`config.mk`:
```
export PLATFORM = sky130hd
export DESIGN_NAME = cal_alarm_match
export DESIGN_NICKNAME = d
export VERILOG_FILES = /design/src/rtl/cal_alarm_pkg.sv /design/src/rtl/cal_alarm_cmp.sv /design/src/rtl/cal_alarm_regs.sv /design/src/rtl/cal_alarm_ctrl.sv /design/src/rtl/cal_alarm_match.sv
export SDC_FILE = /design/constraint.sdc
export NUM_CORES = 1
export LEC_CHECK = 0
export ABC_AREA = 0
export BUFFER_PORTS_ARGS = -buffer_cell sky130_fd_sc_hd__buf_2
export CAP_MARGIN = 20
export CORE_MARGIN = 4
export CORE_UTILIZATION = 40
export CTS_CLUSTER_DIAMETER = 30
export DETAILED_ROUTE_END_ITERATION = 10
export PLACE_DENSITY = 0.67
export SKIP_CTS_REPAIR_TIMING = 1
export SYNTH_ARGS = -nofsm -noshare
export SYNTH_HDL_FRONTEND = slang
export SYNTH_HIERARCHICAL = 1
export SYNTH_SLANG_ARGS = --single-unit
```
`constraint.sdc`:
```
create_clock -name clk -period 1.69 [get_ports clk]
set_input_delay 0.2535 -clock clk [delete_from_list [all_inputs] [get_ports clk]]
set_output_delay 0.2535 -clock clk [all_outputs]
set_load 0.02 [all_outputs]
```
`src/rtl/cal_alarm_pkg.sv`:
```
package cal_alarm_pkg;
  localparam int NFIELD   = 4;
  localparam int VAL_W    = 7;
  localparam int ADDR_CE  = 0;   // enable register
  localparam int ADDR_CF  = 1;   // flag register
  localparam int ADDR_ALM = 10;  // first alarm field register
  localparam int IE_BIT   = 1;
  localparam int FLAG_BIT = 3;

  typedef struct packed {
    logic             off;  // 1 = field excluded
    logic [VAL_W-1:0] val;
  } alm_field_t;
endpackage

```
`src/rtl/cal_alarm_cmp.sv`:
```
module cal_alarm_cmp
  import cal_alarm_pkg::*;
(
  input  logic                  clk,
  input  logic                  rst,
  input  alm_field_t [NFIELD-1:0] alm,
  input  logic [NFIELD-1:0][VAL_W-1:0] cur,
  input  logic                  tick,
  output logic                  hit
);
  logic [NFIELD-1:0] eq;
  logic [NFIELD-1:0] off_v;

  genvar gi;
  generate
    for (gi = 0; gi < NFIELD; gi++) begin : g_fld
      assign off_v[gi] = alm[gi].off;
      assign eq[gi]    = alm[gi].off | (alm[gi].val == cur[gi]);
    end
  endgenerate

  assign hit = tick & ~(&off_v) & (&eq);


  all_off_chk: assert property (@(posedge clk) disable iff (rst)
    (&off_v) |-> !hit);
endmodule

```
`src/rtl/cal_alarm_regs.sv`:
```
module cal_alarm_regs
  import cal_alarm_pkg::*;
#(
  parameter int ADDR_W = 5,
  parameter int MIN_W  = 7,
  parameter int HOUR_W = 6,
  parameter int MDAY_W = 6,
  parameter int WDAY_W = 3
) (
  input  logic                    clk,
  input  logic                    rst,
  input  logic                    we,
  input  logic [ADDR_W-1:0]       addr,
  input  logic [7:0]              wdata,
  input  logic                    ie,
  input  logic                    flag,
  output alm_field_t [NFIELD-1:0] alm,
  output logic [7:0]              rdata
);
  localparam int FW [NFIELD] = '{MIN_W, HOUR_W, MDAY_W, WDAY_W};

  genvar gi;
  generate
    for (gi = 0; gi < NFIELD; gi++) begin : g_reg
      localparam logic [7:0] VMASK = 8'((9'd1 << FW[gi]) - 9'd1);
      localparam logic [ADDR_W-1:0] MY_ADDR = ADDR_W'(ADDR_ALM + gi);
      always_ff @(posedge clk) begin
        if (rst) begin
          alm[gi].off <= 1'b1;
          alm[gi].val <= '0;
        end else if (we && addr == MY_ADDR) begin
          alm[gi].off <= wdata[7];
          alm[gi].val <= wdata[VAL_W-1:0] & VMASK[VAL_W-1:0];
        end
      end
    end
  endgenerate

  logic [ADDR_W-1:0] rel;
  assign rel = addr - ADDR_W'(ADDR_ALM);

  always_ff @(posedge clk) begin
    if (rst) begin
      rdata <= '0;
    end else if (addr == ADDR_W'(ADDR_CE)) begin
      rdata <= 8'(ie) << IE_BIT;
    end else if (addr == ADDR_W'(ADDR_CF)) begin
      rdata <= 8'(flag) << FLAG_BIT;
    end else if (addr >= ADDR_W'(ADDR_ALM) && rel < ADDR_W'(NFIELD)) begin
      rdata <= alm[rel[1:0]];
    end else begin
      rdata <= '0;
    end
  end
endmodule

```
`src/rtl/cal_alarm_ctrl.sv`:
```
module cal_alarm_ctrl
  import cal_alarm_pkg::*;
#(
  parameter int ADDR_W = 5
) (
  input  logic              clk,
  input  logic              rst,
  input  logic              we,
  input  logic [ADDR_W-1:0] addr,
  input  logic [7:0]        wdata,
  input  logic              hit,
  output logic              ie,
  output logic              flag,
  output logic              irq
);
  logic clr_wr;
  assign clr_wr = we && addr == ADDR_W'(ADDR_CF) && !wdata[FLAG_BIT];

  always_ff @(posedge clk) begin
    if (rst) begin
      ie   <= 1'b0;
      flag <= 1'b0;
      irq  <= 1'b0;
    end else begin
      if (we && addr == ADDR_W'(ADDR_CE)) ie <= wdata[IE_BIT];
      if (hit)         flag <= 1'b1;
      else if (clr_wr) flag <= 1'b0;
      irq <= ie & flag;
    end
  end


  flag_sticky_chk: assert property (@(posedge clk) disable iff (rst)
    (flag && !clr_wr) |=> flag);

  hit_wins_chk: assert property (@(posedge clk) disable iff (rst)
    hit |=> flag);

  irq_drop_chk: assert property (@(posedge clk) disable iff (rst)
    (!ie || !flag) |=> !irq);

  flag_src_chk: assert property (@(posedge clk) disable iff (rst)
    $rose(flag) |-> $past(hit));
endmodule

```
`src/rtl/cal_alarm_match.sv`:
```
module cal_alarm_match
  import cal_alarm_pkg::*;
#(
  parameter int ADDR_W = 5,
  parameter int MIN_W  = 7,
  parameter int HOUR_W = 6,
  parameter int MDAY_W = 6,
  parameter int WDAY_W = 3
) (
  input  logic              clk,
  input  logic              rst,
  input  logic [MIN_W-1:0]  cur_min,
  input  logic [HOUR_W-1:0] cur_hour,
  input  logic [MDAY_W-1:0] cur_mday,
  input  logic [WDAY_W-1:0] cur_wday,
  input  logic              min_tick,
  input  logic              reg_we,
  input  logic [ADDR_W-1:0] reg_addr,
  input  logic [7:0]        reg_wdata,
  output logic [7:0]        reg_rdata,
  output logic              alarm_irq
);
  alm_field_t [NFIELD-1:0]          alm;
  logic [NFIELD-1:0][VAL_W-1:0]     cur;
  logic                             hit, ie, flag;

  assign cur[0] = VAL_W'(cur_min);
  assign cur[1] = VAL_W'(cur_hour);
  assign cur[2] = VAL_W'(cur_mday);
  assign cur[3] = VAL_W'(cur_wday);

  cal_alarm_regs #(.ADDR_W(ADDR_W), .MIN_W(MIN_W), .HOUR_W(HOUR_W),
                   .MDAY_W(MDAY_W), .WDAY_W(WDAY_W)) u_regs (
    .clk(clk), .rst(rst), .we(reg_we), .addr(reg_addr), .wdata(reg_wdata),
    .ie(ie), .flag(flag), .alm(alm), .rdata(reg_rdata));

  cal_alarm_cmp u_cmp (
    .clk(clk), .rst(rst), .alm(alm), .cur(cur), .tick(min_tick), .hit(hit));

  cal_alarm_ctrl #(.ADDR_W(ADDR_W)) u_ctrl (
    .clk(clk), .rst(rst), .we(reg_we), .addr(reg_addr), .wdata(reg_wdata),
    .hit(hit), .ie(ie), .flag(flag), .irq(alarm_irq));
endmodule

```
==> results_dict.tcl <==
set metrics [dict create \
    cp_max_fo 3 \
    post-route-period-util_pct 90.3 \
    holdCritPathClass "in2reg" \
    num_rows 26 \
    netlist_area_mm2 0.00214 \
    wl_per_cell_um 15.9 \
    power.leakage_uw 0.00104 \
    port_buffers 47 \
    seq_area_frac_synth_pct 34.5 \
    syn2layout_area_growth_pct 19.9 \
    cap_violations 0 \
    post-route-drc-count 0 \
    ir_worst_vdd_mv 0.446 \
    skew_ns 0.00180 \
    wl_met1_mm 2.49 \
    highest_layer "met4" \
    synth_cells 236 \
    die_area_mm2 0.00660 \
    clk_pin_slew_ns 0.07 \
    syn_avg_cell_area_um2 9.09 \
    power.density_mw_per_mm2 748 \
    drt-vias-per-instance 5.45 \
    worst-endpoint-required_ns 1.91 \
    critical_path_class "reg2reg" \
    dp.final_hpwl_mm 4.21 \
    antenna_found_initial 0 \
    start_util_pct 41.7 \
    routed_wl_mm 5.66 \
    finalHoldViolCount 0 \
    globalRouteTotalUtil_pct 18.4 \
    route.vias.total 1936 \
    cp-start-kind "register" \
    finalCriticalPeriod_ns 1.53 \
    yosys_warnings 6 \
    grt_pass1_wl_mm 9.34 \
    synth-seq-cells 37 \
    slew_violations 0 \
    clkLatencyLatePin_ns 0.29 \
    nFillCells 540 \
    cts_buffer_depth 2 \
    layout.nets 325 \
    dr_wl_met3_um 403 \
    grt_pass1_vias 1863 \
    worst_setup_path_end_kind "register" \
    post-place-ws_ns 0.108 \
    grt_max_degree 28 \
    diodes 0 \
    core_area_mm2 0.00514 \
    hold_start "reg_wdata[6]" \
    clock_sinks 37 \
    dr_wl_met2_mm 2.68 \
    final_layout_size_suffix_gt1_share_pct 26.3 \
    synth_cell_type_count 44 \
    die_y_um 81.2 \
    overflow 0 \
    multi_input_area_mm2 0.00130 \
    antenna_left 0 \
    htree_levels 2 \
    place_congestion 0.867 \
    ioPinCount 48 \
    fmax_mhz 655 \
    numCtsBuffers 5 \
    register_area_um2 741 \
    r2r_start "u_regs/alm[26]" \
    first_iter_violations 277 \
    firstDrtPassIters 4 \
    cts-root-buf "clkbuf_8" \
    crit_arrival_ns 1.75 \
    die_w_um 81.2 \
    rsz0062_at_grt "no" \
    fin_tns_setup_ns 0 \
    cts_tree "done" \
    outcome "completed" \
    setup_viol 0 \
    final_core_util_pct 50.0 \
    crit_start "u_regs/alm[26]" \
    setup_ws_ns 0.164 \
]
## cell families after synthesis
kind of cell | Yosys count | share of synthesized area (%)
other | 2 | 0.350
adders and majority gates | 2 | 1.17
muxes | 8 | 6.59
AOI/OAI and AO/OA | 64 | 19.1
and+or+nand+nor | 64 | 19.1
buffers and inverters | 31 | 7.70
xor gates and xnor gates | 28 | 11.4
DFF | 37 | 34.5
## per-stage QoR
stage / cells / hold slack [ns] / power [uW] / cell area [um^2]
2_1_floorplan: 246 / 0.323 / 1050 / 2190
3_3_place_gp: 347 / 0.455 / 1150 / 2430
3_5_place_dp: 347 / 0.450 / 1150 / 2430
4_1_cts: 355 / 0.212 / 1930 / 2550
5_1_grt: 355 / 0.217 / 2000 / 2570
6_report: 355 / 0.214 / 1920 / 2570
## power breakdown
group / switching [uW] / leakage, uW / internal [uW]
clock network: 308 / 0.0000585 / 481
registers: 5.90 / 0.000298 / 878
logic: 151 / 0.000678 / 99.9
## critical path, cell delays in order (launching register included)
cell	delay, ns
dfxtp_1	0.34
xor2_1	0.14
nor4_1	0.28
a22oi_1	0.17
a2111oi_2	0.34
inv_1	0.07
a21oi_1	0.12
## final cells by class
class / instances / share of cell area [%]
tap: 70 / 3.41
sequential: 37 / 28.8
clock buffer: 7 / 3.36
timing repair buffer: 54 / 11.7
inverter: 8 / 1.17
clock inverter: 1 / 1.17
multi-input combinational: 178 / 50.4
## path summary, 6_finish.rpt
check	to	slack, ns	cells past startpoint
setup / recovery	u_ctrl/flag	0.16	6
hold / removal	u_regs/alm[6]	0.21	3
setup reg to reg	u_ctrl/flag	0.16	6
hold reg to reg	u_ctrl/irq	0.46	2
## registers in the layout (all words and copies together) (netlist names)
signal and cells:
u_ctrl/ie 1, u_regs/rdata 8, u_regs/alm 26, u_ctrl/flag 1, u_ctrl/irq 1
## layer usage
metal,global-route usage (%),up-vias
li1,-,957
met1,25.1,901
met2,28.4,70
met3,4.32,8
met4,6.42,0
met5,0,-
## cells in the final DEF (no fill, tap or decap), drive strengths merged, types with 2 or more instances in the layout
master	instances
a21oi	23
a22oi	4
a31oi	3
a41oi	2
and3b	3
and4b	2
buf	54
clkbuf	7
conb	12
dfxtp	37
ha	2
inv	8
mux2	3
mux4	4
nand2	2
nand2b	3
nand3	18
nand3b	2
nand4	12
nor2	2
nor3	3
nor3b	3
nor4	9
o21ai	18
o31ai	10
o41ai	2
xnor2	7
xor2	21
## cells in the mapped netlist
cell type	n	area, um^2
nand3b_1	2	15.0
nor4_1	7	43.8
nor4_2	2	25.0
or3_4	1	11.3
a41oi_1	2	17.5
a21o_1	1	7.51
a31oi_1	2	12.5
xnor2_1	7	61.3
mux2_2	3	33.8
o21ai_1	1	5.00
clkbuf_1	5	18.8
buf_6	1	11.3
or4b_1	1	10.0
ha_1	2	25.0
mux4_1	2	52.6
a22oi_1	4	30.0
dfxtp_1	37	741
o31ai_1	10	75.1
clkbuf_2	2	10.0
inv_1	8	30.0
nand4b_1	1	8.76
a2111oi_2	1	15.0
buf_2	7	35.0
nor2_1	2	7.51
nor3b_1	3	22.5
mux4_2	2	45.0
nand4_1	12	75.1
nor3_1	3	15.0
a21oi_1	23	115
nand2b_1	3	18.8
nand3_1	18	90.1
o41ai_1	1	8.76
and3b_1	3	26.3
o21ai_0	17	85.1
and4b_1	2	20.0
conb_1	2	7.51
o41ai_2	1	16.3
a31oi_4	1	21.3
buf_4	8	60.1
nand2_1	2	7.51
xor2_1	21	184
and2b_1	1	7.51
and2_1	1	6.26
mux2i_1	1	10.0
(Power assumes the default switching activity.)
